<file path="src/rtl/sr_pkg.sv">
package sr_pkg;

    typedef enum logic [2:0] {
        ST_IDLE,
        ST_OPCODE,
        ST_WEN_ARM,
        ST_WR_DATA,
        ST_WR_ARM,
        ST_READ,
        ST_DROP
    } sr_state_e;

    localparam logic [7:0] OP_RD_STATUS = 8'h05;
    localparam logic [7:0] OP_WR_STATUS = 8'h01;
    localparam logic [7:0] OP_WR_ENABLE = 8'h06;

endpackage

</file>
<file path="src/rtl/sr_pin_sync.sv">
module sr_pin_sync #(
    parameter int          W       = 3,
    parameter int          STAGES  = 2,
    parameter logic [W-1:0] RST_VAL = '0
) (
    input  logic         clk,
    input  logic         rst_n,
    input  logic [W-1:0] d_i,
    output logic [W-1:0] q_o,
    output logic [W-1:0] q_prev_o
);
    localparam int DEPTH = STAGES + 1;

    logic [W-1:0] pipe_q [DEPTH];

    always_ff @(posedge clk or negedge rst_n) begin
        if (!rst_n) begin
            for (int i = 0; i < DEPTH; i++) pipe_q[i] <= RST_VAL;
        end else begin
            pipe_q[0] <= d_i;
            for (int i = 1; i < DEPTH; i++) pipe_q[i] <= pipe_q[i-1];
        end
    end

    assign q_o      = pipe_q[STAGES-1];
    assign q_prev_o = pipe_q[STAGES];
endmodule

</file>
<file path="src/rtl/sr_rx_shift.sv">
module sr_rx_shift #(
    parameter int W = 8
) (
    input  logic         clk,
    input  logic         rst_n,
    input  logic         clr_i,
    input  logic         shift_i,
    input  logic         din_i,
    output logic         done_o,
    output logic [W-1:0] value_o
);
    localparam int CW = $clog2(W);

    logic [W-2:0]  sh_q;
    logic [CW-1:0] cnt_q;

    always_ff @(posedge clk or negedge rst_n) begin
        if (!rst_n) begin
            sh_q  <= '0;
            cnt_q <= '0;
        end else if (clr_i) begin
            cnt_q <= '0;
        end else if (shift_i) begin
            sh_q  <= {sh_q[W-3:0], din_i};
            cnt_q <= (cnt_q == CW'(W-1)) ? '0 : cnt_q + CW'(1);
        end
    end

    assign done_o  = shift_i && !clr_i && (cnt_q == CW'(W-1));
    assign value_o = {sh_q, din_i};
endmodule

</file>
<file path="src/rtl/sr_busy_timer.sv">
module sr_busy_timer #(
    parameter int CYCLES = 64
) (
    input  logic clk,
    input  logic rst_n,
    input  logic start_i,
    output logic busy_o,
    output logic done_o
);
    localparam int CW = (CYCLES > 1) ? $clog2(CYCLES) : 1;

    logic [CW-1:0] cnt_q;
    logic          busy_q;

    always_ff @(posedge clk or negedge rst_n) begin
        if (!rst_n) begin
            cnt_q  <= '0;
            busy_q <= 1'b0;
        end else if (start_i) begin
            cnt_q  <= CW'(CYCLES - 1);
            busy_q <= 1'b1;
        end else if (busy_q) begin
            if (cnt_q == '0) busy_q <= 1'b0;
            else             cnt_q  <= cnt_q - CW'(1);
        end
    end

    assign busy_o = busy_q;
    assign done_o = busy_q && (cnt_q == '0) && !start_i;
endmodule

</file>
<file path="src/rtl/sr_status_unit.sv">
module sr_status_unit
    import sr_pkg::*;
#(
    parameter int WR_CYCLES = 64
) (
    input  logic clk,
    input  logic rst_n,
    input  logic spi_sclk,
    input  logic spi_cs_n,
    input  logic spi_mosi,
    input  logic wp_n,
    output logic spi_miso,
    output logic spi_miso_oe
);
    localparam int BYTE_W = 8;
    localparam int BIT_CW = $clog2(BYTE_W);

    sr_state_e state_q, state_d;

    logic [2:0] pin_q, pin_prev;
    logic       cs_q, cs_rise, sclk_rise, sclk_fall, mosi_q;
    logic       rx_clr, rx_shift, byte_done;
    logic [7:0] byte_val;
    logic       wip, tmr_done, commit_wen, commit_wr, hw_locked;
    logic       wel_q, lock_q;
    logic [3:0] bp_q;
    logic [7:0] wr_byte_q, status;
    logic [6:0] tx_q;
    logic [BIT_CW-1:0] tx_cnt_q;
    logic       miso_q;

    sr_pin_sync #(.W(3), .STAGES(2), .RST_VAL(3'b100)) u_sync (
        .clk      (clk),
        .rst_n    (rst_n),
        .d_i      ({spi_cs_n, spi_sclk, spi_mosi}),
        .q_o      (pin_q),
        .q_prev_o (pin_prev)
    );

    assign cs_q      = pin_q[2];
    assign cs_rise   = pin_q[2] & ~pin_prev[2];
    assign sclk_rise = ~cs_q & pin_q[1] & ~pin_prev[1];
    assign sclk_fall = ~cs_q & ~pin_q[1] & pin_prev[1];
    assign mosi_q    = pin_q[0];

    assign rx_clr   = cs_q || (state_q == ST_IDLE);
    assign rx_shift = sclk_rise && ((state_q == ST_OPCODE) || (state_q == ST_WR_DATA));

    sr_rx_shift #(.W(BYTE_W)) u_rx (
        .clk     (clk),
        .rst_n   (rst_n),
        .clr_i   (rx_clr),
        .shift_i (rx_shift),
        .din_i   (mosi_q),
        .done_o  (byte_done),
        .value_o (byte_val)
    );

    assign hw_locked  = lock_q && !wp_n;
    assign commit_wen = cs_rise && (state_q == ST_WEN_ARM);
    assign commit_wr  = cs_rise && (state_q == ST_WR_ARM) && !hw_locked;

    sr_busy_timer #(.CYCLES(WR_CYCLES)) u_tmr (
        .clk     (clk),
        .rst_n   (rst_n),
        .start_i (commit_wr),
        .busy_o  (wip),
        .done_o  (tmr_done)
    );

    assign status = {lock_q, 1'b0, bp_q, wel_q, wip};

    // Next-state logic
    always_comb begin
        state_d = state_q;
        unique case (state_q)
            ST_IDLE:    state_d = ST_OPCODE;
            ST_OPCODE:
                if (byte_done) begin
                    if (byte_val == OP_RD_STATUS)
                        state_d = ST_READ;
                    else if (byte_val == OP_WR_ENABLE)
                        state_d = wip ? ST_DROP : ST_WEN_ARM;
                    else if (byte_val == OP_WR_STATUS)
                        state_d = (wip || !wel_q) ? ST_DROP : ST_WR_DATA;
                    else
                        state_d = ST_DROP;
                end
            ST_WR_DATA: if (byte_done) state_d = ST_WR_ARM;
            ST_WEN_ARM,
            ST_WR_ARM:  if (sclk_rise) state_d = ST_DROP;
            ST_READ,
            ST_DROP:    state_d = state_q;
            default:    state_d = ST_IDLE;
        endcase
        if (cs_q) state_d = ST_IDLE;
    end

    // State register
    always_ff @(posedge clk or negedge rst_n) begin
        if (!rst_n) state_q <= ST_IDLE;
        else        state_q <= state_d;
    end

    // Outputs and status storage
    always_ff @(posedge clk or negedge rst_n) begin
        if (!rst_n) begin
            wel_q     <= 1'b0;
            lock_q    <= 1'b0;
            bp_q      <= '0;
            wr_byte_q <= '0;
            tx_q      <= '0;
            tx_cnt_q  <= '0;
            miso_q    <= 1'b0;
        end else begin
            if (commit_wen)    wel_q <= 1'b1;
            else if (tmr_done) wel_q <= 1'b0;

            if ((state_q == ST_WR_DATA) && byte_done) wr_byte_q <= byte_val;

            if (commit_wr) begin
                lock_q <= wr_byte_q[7];
                bp_q   <= wr_byte_q[5:2];
            end

            if (state_q != ST_READ) begin
                tx_cnt_q <= '0;
            end else if (sclk_fall) begin
                if (tx_cnt_q == '0) begin
                    miso_q <= status[7];
                    tx_q   <= status[6:0];
                end else begin
                    miso_q <= tx_q[6];
                    tx_q   <= {tx_q[5:0], 1'b0};
                end
                tx_cnt_q <= tx_cnt_q + BIT_CW'(1);
            end
        end
    end

    assign spi_miso    = miso_q;
    assign spi_miso_oe = (state_q == ST_READ);
endmodule

</file>
<file path="config.mk">
export PLATFORM = sky130hd
export DESIGN_NAME = sr_status_unit
export DESIGN_NICKNAME = d
export VERILOG_FILES = /design/src/rtl/sr_pkg.sv /design/src/rtl/sr_pin_sync.sv /design/src/rtl/sr_rx_shift.sv /design/src/rtl/sr_busy_timer.sv /design/src/rtl/sr_status_unit.sv
export SDC_FILE = /design/constraint.sdc
export NUM_CORES = 1
export LEC_CHECK = 0
export ABC_AREA = 1
export CORE_MARGIN = 10
export CORE_UTILIZATION = 45
export CTS_CLUSTER_DIAMETER = 30
export DETAILED_ROUTE_END_ITERATION = 7
export HOLD_SLACK_MARGIN = 0.06
export PLACE_DENSITY = 0.64
export SYNTH_ARGS = -nofsm -noshare
export SYNTH_HDL_FRONTEND = slang
export SYNTH_HIERARCHICAL = 1
export SYNTH_SLANG_ARGS = --single-unit
</file>
<file path="constraint.sdc">
create_clock -name clk -period 2.16 [get_ports clk]
set_input_delay 0.324 -clock clk [delete_from_list [all_inputs] [get_ports clk]]
set_output_delay 0.324 -clock clk [all_outputs]
set_load 0.05 [all_outputs]
</file>
After elaboration in Yosys (flattened, before gate mapping) --
Index checks and enable logic that the tools add are counted. W data, S select, Z words.
Operators by class: $add $sub $neg 3, muxes and demuxes 25, bitwise operators 11, reductions and logical operators 31, equal/unequal tests 16
Operator list (count):
- $mux W3 | 14
- $mux W6 | 3
- $eq A8 B3 Y1 const B | 2
- $pmux W3 S5 | 1
- $eq A3 B3 Y1 const B | 4
- $logic_and A1 B1 Y1 | 10
- $ne A3 B2 Y1 const B | 3
- $eq A8 B1 Y1 const B | 1
- $reduce_bool A2 Y1 | 4
- $mux W7 | 1
- $add A3 B1 Y3 const B | 2
- $eq A3 B2 Y1 const B | 2
- $logic_not A3 Y1 | 2
- $logic_not A6 Y1 | 1
- $mux W1 | 6
- $not A1 Y1 | 6
- $reduce_and A2 Y1 | 3
- $sub A6 B1 Y6 const B | 1
- $and A1 B1 Y1 | 5
- $logic_not A1 Y1 | 5
- $ne A2 B1 Y1 const B | 2
- $reduce_and A4 Y1 | 1
- $reduce_or A2 Y1 | 2
- $eq A3 B1 Y1 const B | 1
- 2 further kinds | 4
Storage, ports and cells: logic and storage cells 101, input bits 6, register bits after elaboration 54, output and inout bits 2

Depth between registers and ports, before layout --
Gate-level depths: netlist of the first run.
depth after elaboration 9, gate-level depth with buffers 13, mapped depth without buffers 12

Cells and area by module --
Netlist of the first run, hierarchy kept.
By module, submodules not included:
- sr_status_unit | cells an instance 174, area each 1311.3 sq um, times used 1
- sr_rx_shift | cells an instance 53, area each 440.4 sq um, times used 1
- sr_busy_timer | cells an instance 56, area each 435.4 sq um, times used 1
- sr_pin_sync | cells an instance 15, area each 274.0 sq um, times used 1

Worst setup path after synthesis of the first run --
OpenSTA, ideal clock, no wires.
path type register -> register, start point register u_sync.pipe_q, in the netlist u_sync/q_o[2], end point register wr_byte_q[7], path slack 0.261 ns, stages on the path, launching flop included 9, required time 2.035 ns, data arrival time 1.775 ns, clock period less this slack 1.899 ns, path buffers 1, library setup time 0.125 ns, cell sequence dfstp_2 > buf_4 > inv_1 > nand3_1 > a21oi_1 > nand2_1 > nor2_1 > nand4_1 > mux2_2
On the way: cells in the longest elaborated chain, start to end 7, elaborated cells between the ends (all ways) 9, those cells by class bitwise: 3; reduce/logical: 6
Ends and longest elaborated chain:
- start, declared | line sr_pin_sync.sv:14 | logic [W-1:0] pipe_q [DEPTH];
- $not A1 Y1 | line sr_status_unit.sv:42 | assign sclk_rise = ~cs_q & pin_q[1] & ~pin_prev[1];
- $and A1 B1 Y1 (2 in series) | line sr_status_unit.sv:42
- $logic_and A1 B1 Y1 | line sr_status_unit.sv:47 | assign rx_shift = sclk_rise && ((state_q == ST_OPCODE) || (state_q == ST_WR_DATA));
- named net rx_shift | line sr_status_unit.sv:22 | logic rx_clr, rx_shift, byte_done;
- $logic_and A1 B1 Y1 (2 in series) | line sr_rx_shift.sv:29 | assign done_o = shift_i && !clr_i && (cnt_q == CW'(W-1));
- named net byte_done | line sr_status_unit.sv:22
- $logic_and A1 B1 Y1 | line sr_status_unit.sv:119 | if ((state_q == ST_WR_DATA) && byte_done) wr_byte_q <= byte_val;
- end signal, assigned | line sr_status_unit.sv:119
- end, declared | line sr_status_unit.sv:27 | logic [7:0] wr_byte_q, status;
The timed path passes the listed nets, and every way through them passes these cells. A chain may end at the register's enable or synchronous reset.

Worst setup path after layout of the first run --
start point register u_sync.pipe_q, in the netlist u_sync/q_o[2], end point register u_tmr.cnt_q[2]
On the way: cells in the longest elaborated chain, start to end 5, elaborated cells between the ends (all ways) 7, those cells by class eq/ne: 1; mux: 1; bitwise: 1; reduce/logical: 4
Ends and longest elaborated chain:
- $and A1 B1 Y1 * | line sr_status_unit.sv:41 | assign cs_rise = pin_q[2] & ~pin_prev[2];
- $logic_and A1 B1 Y1 * (2 in series) | line sr_status_unit.sv:61 | assign commit_wr = cs_rise && (state_q == ST_WR_ARM) && !hw_locked;
- named net commit_wr | line sr_status_unit.sv:24 | logic wip, tmr_done, commit_wen, commit_wr, hw_locked;
- $ne A2 B1 Y1 (no source line) / $reduce_bool A2 Y1 (equally long branches)
- $reduce_and A2 Y1 (no source line)
- end signal, assigned | line sr_busy_timer.sv:20 | cnt_q <= CW'(CYCLES - 1);
- end signal, assigned | line sr_busy_timer.sv:24 | else cnt_q <= cnt_q - CW'(1);
- end, declared | line sr_busy_timer.sv:12 | logic [CW-1:0] cnt_q;
The timed path passes the listed nets; every way through them passes the cells marked *.

==> impl_metrics.py, run 1 <==
metrics = {
    "status": {
        "status": "finished, final reports clean",
    },
    "floorplan": {
        "die-area_um2": 8740,
        "start_util_pct": 47.0,
        "coreArea_um2": 5170,
        "die_y_um": 93.5,
        "io_pins": 8,
        "die_width_um": 93.5,
        "row_count": 26,
    },
    "cts": {
        "clk_pin_slew_ns": 0.09,
        "cts.sinks": 50,
        "cts_tree": "built",
        "postCtsHoldBufs": 0,
        "root_buffer": "clkbuf_8",
        "cts_max_path_buffers": 2,
        "numCtsBuffers": 5,
        "h-tree-depth": 2,
        "clock_latency_ns": 0.31,
        "cts_resized": 0,
        "post_cts_buffers": 0,
    },
    "worst_setup_path": {
        "cp_max_fo": 10,
        "crit_arrival_ns": 2.02,
        "required_ns": 2.35,
        "endpoint_kind": "flop",
        "worst-r2r-setup-slack_ns": 0.32,
        "worst-setup-path-type": "flop to flop",
        "startpoint_type": "flop",
        "r2r_cells": 11,
        "reg2reg_to": "u_tmr/cnt_q[2]$_DFFE_PN0P_",
        "rr_startpoint": "u_sync/q_o[2]$_DFF_PN1_",
    },
    "sta": {
        "clock_skew_ns": 0.00809,
        "rsz0062_at_grt": "no",
        "tns_ns": 0,
        "hold_viol": 0,
        "worst_hold_slack_ns": 0.111,
        "drv_slew": 0,
        "setup_viol_count_final": 0,
        "layout_setup_ws_ns": 0.325,
        "max_freq_mhz": 545,
        "worst_slew_pin_slew_ns": 0.616,
        "min_period_ns": 1.84,
        "slew_headroom_pct": 58.9,
        "timing.final.crit_share_pct": 85.0,
    },
    "cells_and_area": {
        "drive_above_1_share_pct": 10.2,
        "nNetsFinal": 316,
        "diodes": 0,
        "syn2layout_area_growth_pct": 9.94,
        "final_core_util_pct": 51.6,
    },
    "yosys": {
        "yosysWarnings": 6,
        "synth.avg_cell_area_um2": 8.20,
        "syn_nets": 308,
        "syn_area_um2": 2430,
        "synthCells": 296,
    },
    "global_route": {
        "antenna_found_initial": 0,
        "grt_pass1_vias": 1814,
        "grt_pass1_wl_um": 7870,
        "grt_max_degree": 51,
        "grt.total_usage_pct": 10.9,
        "grt.overflow.total": 0,
    },
    "detailed_routing": {
        "dr.pass1.iters": 4,
        "drtIter0Drc": 91,
        "drtAntennaViolNets": 0,
        "drc": 0,
        "viasPerCell": 4.81,
        "wl_per_cell_um": 11.2,
        "num_vias": 1804,
        "drt-total-wl_um": 4190,
    },
    "place": {
        "gp_congestion": 0.820,
        "hpwlAfterDp_um": 3040,
        "io_buffer_count": 7,
        "place_worst_setup_slack_ns": 0.287,
    },
    "min_path": {
        "hold_path.class": "input pin to async pin",
    },
    "flow_run": {
        "cap_violations": 0,
    },
    "pwr": {
        "max-vdd-ir-drop_v": 0.000364,
        "power_leakage_nw": 1.35,
        "power.density_nw_per_um2": 1130,
    },
}
## worst max-delay path by stage
stage          slack [ns]                         end  cells past startpoint               startpoint
3_5_place_dp         0.29    wr_byte_q[3]$_DFFE_PN0P_                      9   state_q[1]$_DFFE_PN0P_
6_report             0.32  u_tmr/cnt_q[2]$_DFFE_PN0P_                     11  u_sync/q_o[2]$_DFF_PN1_
2_1_floorplan        0.26    wr_byte_q[7]$_DFFE_PN0P_                      8  u_sync/q_o[2]$_DFF_PN1_
5_1_grt              0.05      state_q[1]$_DFFE_PN0P_                     11   state_q[1]$_DFFE_PN0P_
4_1_cts              0.26    wr_byte_q[3]$_DFFE_PN0P_                      8   state_q[1]$_DFFE_PN0P_
3_3_place_gp         0.34  u_tmr/cnt_q[5]$_DFFE_PN0P_                     11                     wp_n
## state kept, by name (all words and copies together) (netlist names)
| name | count |
|---|---|
| tx_q | 7 |
| u_rx/cnt_q | 3 |
| u_sync/pipe_q | 3 |
| u_rx/sh_q | 7 |
| spi_miso | 1 |
| u_sync/q_prev_o | 2 |
| tx_cnt_q | 3 |
| lock_q | 1 |
| u_tmr/cnt_q | 6 |
| state_q | 3 |
| wr_byte_q | 5 |
| u_sync/q_o | 3 |
| wel_q | 1 |
| bp_q | 4 |
| u_tmr/busy_o | 1 |
## metal layers
metal | part of all wire, % | vias to the layer above | wire (µm) | global-route usage, %
met3 | 3.3 | 8 | 137 | 2.56
met2 | 46 | 17 | 1950 | 17.4
met1 | 49 | 845 | 2040 | 13.6
met4 | 1.8 | 0 | 74 | 5.14
li1 | - | 934 | - | -
met5 | 0 | - | 0 | 0
## through the flow
step	cell area, µm²	power, W	std cells
final	2670	0.00301	375
after global routing	2670	0.00326	375
after CTS	2670	0.00304	375
after detailed placement	2530	0.00225	367
after global placement	2530	0.00222	367
after floorplan	2430	0.00205	296
## power by group
part	leakage, nW	switching [W]	internal (W)
logic	0.631	0.000611	0.000338
registers	0.655	0.000175	0.00111
clock network	0.0683	0.000312	0.000464
## cells in the final DEF (no fill, tap or decap), drive strengths merged
cell type / count
nor3: 2
o21ai: 13
xor2: 1
nand3: 17
bufinv: 2
inv: 35
clkinv: 1
clkdlybuf4s50: 5
ha: 6
nand4: 4
a31oi: 6
nor2: 37
o32ai: 1
dfstp: 3
a21oi: 5
nand3b: 1
clkbuf: 5
nand2: 107
dfrtp: 47
buf: 5
mux2: 1
o31ai: 1
## worst max-delay path: stages (launching register included)
cell and delay [ns]:
dfstp_2 0.55, inv_1 0.11, nor2_1 0.11, inv_1 0.07
nor2_1 0.09, nand2_1 0.15, inv_2 0.19, inv_2 0.07
nand2_1 0.10, nand2_4 0.11, nand2_1 0.08, o21ai_0 0.07
## cell type report
| cell class | instances | area, µm² |
|---|---|---|
| Sequential cell | 50 | 1250 |
| Clock inverter | 3 | 68.8 |
| Timing Repair Buffer | 10 | 85.1 |
| Multi-Input combinational cell | 202 | 971 |
| Clock buffer | 5 | 68.8 |
| Tap cell | 70 | 87.6 |
| Fill cell | 489 | 2500 |
| Inverter | 35 | 134 |
(Power assumes the default switching activity.)
==> inputs of run 2 (changes only) <==
- PLACE_DENSITY: 0.64 -> 0.66
- clock period: 2.16 -> 1.6 ns (I/O delays scaled with it)
==> impl_metrics.py, run 2 (synthesized netlist as in run 1, its figures left out) <==
metrics = {
    "floorplan": {
        "die_width_um": 93.5,
        "start_util_pct": 47.0,
        "coreArea_um2": 5170,
        "row_count": 26,
        "die-area_um2": 8740,
        "die_y_um": 93.5,
        "io_pins": 8,
    },
    "cts": {
        "clock_latency_ns": 0.31,
        "cts.sinks": 50,
        "cts_max_path_buffers": 2,
        "cts_tree": "built",
        "clk_pin_slew_ns": 0.09,
        "numCtsBuffers": 5,
        "root_buffer": "clkbuf_8",
        "h-tree-depth": 2,
    },
    "worst_setup_path": {
        "cp_slowest_cell": "dfrtp_2",
        "crit_chain": "inv_4, nand3_4, a21oi_4, nand2_4, nor2_4, nand4_1, mux2_4",
        "startpoint_type": "flop",
        "crit_end": "wr_byte_q[7]$_DFFE_PN0P_",
        "crit_arrival_ns": 1.77,
        "r2r_cells": 7,
        "crit_buf_inv": 1,
        "reg2reg_to": "wr_byte_q[7]$_DFFE_PN0P_",
        "path_depth": 7,
        "cpPeakStageDelay_ns": 0.47,
        "cp_max_fo": 5,
        "path_delay_family": "flip-flops",
        "required_ns": 1.80,
        "worst-r2r-setup-slack_ns": 0.03,
        "rr_startpoint": "state_q[1]$_DFFE_PN0P_",
        "worst-setup-path-type": "flop to flop",
        "endpoint_kind": "flop",
        "timing.critical_path.from": "state_q[1]$_DFFE_PN0P_",
    },
    "min_path": {
        "min_from": "spi_cs_n",
        "hold_path.class": "input pin to flop",
    },
    "global_route": {
        "grt_max_degree": 33,
        "grt_pass1_wl_um": 7870,
        "grt_pass1_vias": 1792,
        "antenna_found_initial": 0,
        "grt.overflow.total": 0,
        "grt.total_usage_pct": 10.9,
    },
    "sta": {
        "slew_headroom_pct": 69.5,
        "clock_skew_ns": 0.0120,
        "min_period_ns": 1.57,
        "rsz0062_at_grt": "yes",
        "hold_viol": 0,
        "worst_slew_pin_slew_ns": 0.458,
        "timing.final.crit_share_pct": 97.9,
        "tns_ns": 0,
        "drv_slew": 0,
        "setup_viol_count_final": 0,
        "max_freq_mhz": 638,
        "layout_setup_ws_ns": 0.0332,
    },
    "detailed_routing": {
        "wl_per_cell_um": 11.6,
        "num_vias": 1866,
        "dr.pass1.iters": 4,
        "viasPerCell": 4.70,
        "drtIter0Drc": 154,
        "drt-total-wl_um": 4590,
        "drc": 0,
        "drtAntennaViolNets": 0,
    },
    "pwr": {
        "p_clk_share_pct": 17.2,
        "p_comb_share_pct": 41.9,
        "p_seq_share_pct": 40.9,
        "max-vdd-ir-drop_v": 0.000695,
        "intPower_w": 0.00253,
        "p_sw_w": 0.00173,
        "power.density_nw_per_um2": 1420,
        "switching_share_pct": 40.6,
        "power_w": 0.00426,
        "power_leakage_nw": 1.47,
    },
    "place": {
        "gp_congestion": 0.850,
        "hpwlAfterDp_um": 3330,
        "io_buffer_count": 7,
        "placed_cell_area_um2": 2720,
        "place_worst_setup_slack_ns": -0.0728,
    },
    "cells_and_area": {
        "drive_above_1_share_pct": 26.0,
        "final_area_um2": 3000,
        "diodes": 0,
        "final_common_cell": "nand2_1",
        "largestRegisters": "tx_q (7), u_rx/sh_q (7), u_tmr/cnt_q (6)",
        "syn2layout_area_growth_pct": 23.6,
        "final_cell_mix": "94 x nand2_1, 45 x dfrtp_1, 26 x inv_1, 26 x nor2_1, 20 x buf_4",
        "nNetsFinal": 338,
    },
    "status": {
        "status": "finished, final reports clean",
    },
    "flow_run": {
        "cap_violations": 0,
    },
}
-- run 2: cell types whose count changed in the layout (fill, tap and decap cells not counted), sizes merged --
cell and change:
buf +21, bufinv -2, clkbuf +1, clkdlybuf4s50 -1
clkinv -1, clkinvlp +2, dlygate4sd3 +1, nand2 +1
-- run 2: metrics by stage --
step | hold slack, ns | instances | utilization, %
after global placement | 0.209 | 381 | 52.5
final | 0.330 | 397 | 58.0
after CTS | 0.328 | 390 | 54.7
after detailed placement | 0.220 | 381 | 52.5
after floorplan | -0.0556 | 296 | -
after global routing | 0.328 | 397 | 58.0
-- run 2: power groups by stage --
stage / combinational [W] / clock, W / sequential (W)
floorplan: 0.00115 / 0 / 0.00169
global placement: 0.00146 / 0 / 0.00173
detailed placement: 0.00149 / 0 / 0.00173
CTS: 0.00152 / 0.000759 / 0.00172
global route: 0.00202 / 0.000805 / 0.00178
finish: 0.00178 / 0.000731 / 0.00174
-- run 2: metal layers --
layer	global-route usage, %	up-vias	wire, µm
met5	0	-	0
met4	3.47	0	55
met3	2.80	5	137
met2	17.6	16	2240
met1	13.9	864	2160
li1	-	981	-
-- run 2: worst min path at each step --
stage                              endpoint  slack (ns)  cells after the start
3_3_place_gp   u_sync/q_prev_o[1]$_DFF_PN0_        0.21                      1
5_1_grt          u_sync/pipe_q[8]$_DFF_PN1_        0.33                      1
2_1_floorplan           bp_q[0]$_DFFE_PN0P_       -0.06                      0
3_5_place_dp   u_sync/q_prev_o[1]$_DFF_PN0_        0.22                      1
4_1_cts          u_sync/pipe_q[8]$_DFF_PN1_        0.33                      1
6_report         u_sync/pipe_q[8]$_DFF_PN1_        0.33                      1
-- run 2: timing repair --
item | CTS | global route
setup buffers | 0 | 6
gates cloned | 0 | 1
endpoints found under the setup margin | 15 | 15
resized for setup | 5 | 41
endpoints found under the hold margin | 15 | 0
pin swaps | 0 | 13
hold buffers | 1 | 0
-- run 2: cell type report --
class                   count  area, µm²
clock buffers               6       72.6
clock inverters             2       15.0
fillers                   453       2170
inverters                  35        146
multi-input cells         203       1130
flip-flops and latches     50       1260
well taps                  70       87.6
repair buffers             31        288
==> inputs of run 3 (changes only) <==
- GPL_ROUTABILITY_DRIVEN: unset -> 0
- PLACE_DENSITY: 0.66 -> unset
- PLACE_DENSITY_LB_ADDON: unset -> 0.3
==> impl_metrics.py, run 3 (synthesized netlist as in run 1, its figures left out) <==
metrics = {
    "worst_setup_path": {
        "crit_arrival_ns": 1.74,
        "reg2reg_to": "wr_byte_q[7]$_DFFE_PN0P_",
        "worst-r2r-setup-slack_ns": 0.05,
        "worst-setup-path-type": "flop to flop",
        "required_ns": 1.79,
        "cp_max_fo": 5,
        "r2r_cells": 7,
        "startpoint_type": "flop",
        "rr_startpoint": "state_q[2]$_DFFE_PN0P_",
        "endpoint_kind": "flop",
    },
    "floorplan": {
        "die_y_um": 93.5,
        "io_pins": 8,
        "start_util_pct": 47.0,
        "die-area_um2": 8740,
        "coreArea_um2": 5170,
        "die_width_um": 93.5,
        "row_count": 26,
    },
    "cts": {
        "clock_latency_ns": 0.30,
        "clk_pin_slew_ns": 0.09,
        "root_buffer": "clkbuf_8",
        "h-tree-depth": 2,
        "cts_max_path_buffers": 2,
        "cts.sinks": 50,
        "cts_tree": "built",
        "numCtsBuffers": 5,
    },
    "pwr": {
        "p_clk_share_pct": 21.2,
        "max-vdd-ir-drop_v": 0.000705,
        "p_comb_share_pct": 38.3,
        "p_seq_share_pct": 40.5,
        "power.density_nw_per_um2": 1440,
        "intPower_w": 0.00266,
        "p_sw_w": 0.00162,
        "power_leakage_nw": 1.47,
        "switching_share_pct": 37.8,
    },
    "sta": {
        "slew_headroom_pct": 69.4,
        "hold_viol": 0,
        "clock_skew_ns": 0.0121,
        "max_freq_mhz": 647,
        "worst_slew_pin_slew_ns": 0.460,
        "timing.final.crit_share_pct": 96.6,
        "rsz0062_at_grt": "yes",
        "worst_hold_slack_ns": 0.335,
        "setup_viol_count_final": 0,
        "min_period_ns": 1.55,
        "drv_slew": 0,
    },
    "min_path": {
        "hold_path_end": "u_sync/pipe_q[8]$_DFF_PN1_",
        "min_from": "spi_cs_n",
        "hold_path.class": "input pin to flop",
        "hold_depth": 1,
    },
    "cells_and_area": {
        "drive_above_1_share_pct": 23.4,
        "num-fill-cells": 461,
        "fin_cells": 395,
        "nNetsFinal": 336,
        "syn2layout_area_growth_pct": 21.8,
        "final_area_um2": 2960,
        "final_cell_mix": "98 x nand2_1, 45 x dfrtp_1, 27 x inv_1, 27 x nor2_1, 18 x buf_4",
        "final_common_cell": "nand2_1",
        "largestRegisters": "tx_q (7), u_rx/sh_q (7), u_tmr/cnt_q (6)",
        "diodes": 0,
    },
    "detailed_routing": {
        "wl_per_cell_um": 11.4,
        "drc": 0,
        "num_vias": 1888,
        "drtIter0Drc": 126,
        "drt-total-wl_um": 4500,
        "drtAntennaViolNets": 0,
        "dr.pass1.iters": 4,
        "viasPerCell": 4.78,
    },
    "global_route": {
        "antenna_found_initial": 0,
        "grt_max_degree": 33,
        "grt.overflow.total": 0,
        "grt_pass1_vias": 1815,
        "grt.total_usage_pct": 10.8,
        "grt_pass1_wl_um": 7720,
    },
    "place": {
        "io_buffer_count": 7,
        "hpwlAfterDp_um": 3240,
        "placed_cell_area_um2": 2720,
        "numPlacedInstances": 381,
    },
    "flow_run": {
        "cap_violations": 0,
    },
    "status": {
        "status": "finished, final reports clean",
    },
}
run 3: final cells by class:
type                            count  area [µm²]  area share, %
Sequential cell                    50        1260           42.5
Multi-Input combinational cell    203        1080           36.6
Timing Repair Buffer               29         273           9.22
Inverter                           35         141           4.78
Tap cell                           70        87.6           2.96
Clock buffer                        7        86.3           2.92
Clock inverter                      1        30.0           1.02
run 3: per-stage QoR:
step           utilization (%)  TNS (ns)  total power [W]  worst slack (ns)
2_1_floorplan                -    -0.266          0.00284            -0.176
3_3_place_gp              52.5    -0.421          0.00319           -0.0495
3_5_place_dp              52.5    -0.520          0.00323           -0.0579
4_1_cts                   55.2         0          0.00417           0.00144
5_1_grt                   57.2    -0.343          0.00458           -0.0624
6_report                  57.2         0          0.00427            0.0537
run 3: worst max path at each step:
stage	cells after the start	end	start
finish	7	wr_byte_q[7]$_DFFE_PN0P_	state_q[2]$_DFFE_PN0P_
global route	9	wr_byte_q[4]$_DFFE_PN0P_	state_q[2]$_DFFE_PN0P_
CTS	9	wr_byte_q[2]$_DFFE_PN0P_	state_q[2]$_DFFE_PN0P_
detailed placement	10	wr_byte_q[5]$_DFFE_PN0P_	state_q[0]$_DFFE_PN0P_
global placement	9	u_tmr/cnt_q[2]$_DFFE_PN0P_	state_q[1]$_DFFE_PN0P_
floorplan	7	wr_byte_q[7]$_DFFE_PN0P_	state_q[2]$_DFFE_PN0P_
run 3: power groups by stage:
stage	Sequential [W]	Combinational, W	Clock (W)
2_1_floorplan	0.00169	0.00115	0
3_3_place_gp	0.00173	0.00145	0
3_5_place_dp	0.00174	0.00149	0
4_1_cts	0.00172	0.00152	0.000931
5_1_grt	0.00177	0.00184	0.000972
6_report	0.00173	0.00164	0.000907
run 3: repair_timing:
| item | CTS | global route |
|---|---|---|
| endpoints found under the setup margin | 15 | 15 |
| hold buffers | 1 | 0 |
| cloned | 0 | 1 |
| hold endpoints to repair | 15 | 0 |
| pin swaps | 2 | 9 |
| buffers inserted | 0 | 4 |
| resized for setup | 5 | 23 |
run 3: critical path, cell delays in order, from the launching register on:
cell	delay (ns)
dfrtp_1	0.42
inv_4	0.12
nand3_4	0.09
a21oi_4	0.19
nand2_4	0.07
nor2_4	0.08
nand4_1	0.16
mux2_4	0.33
run 3: per-layer routing:
layer	part of all wire, %	GRT usage [%]	routed length [µm]
met5	0	0	0
met4	1.8	4.24	81
met3	3.8	2.96	169
met2	46	17.8	2080
met1	48	12.9	2170
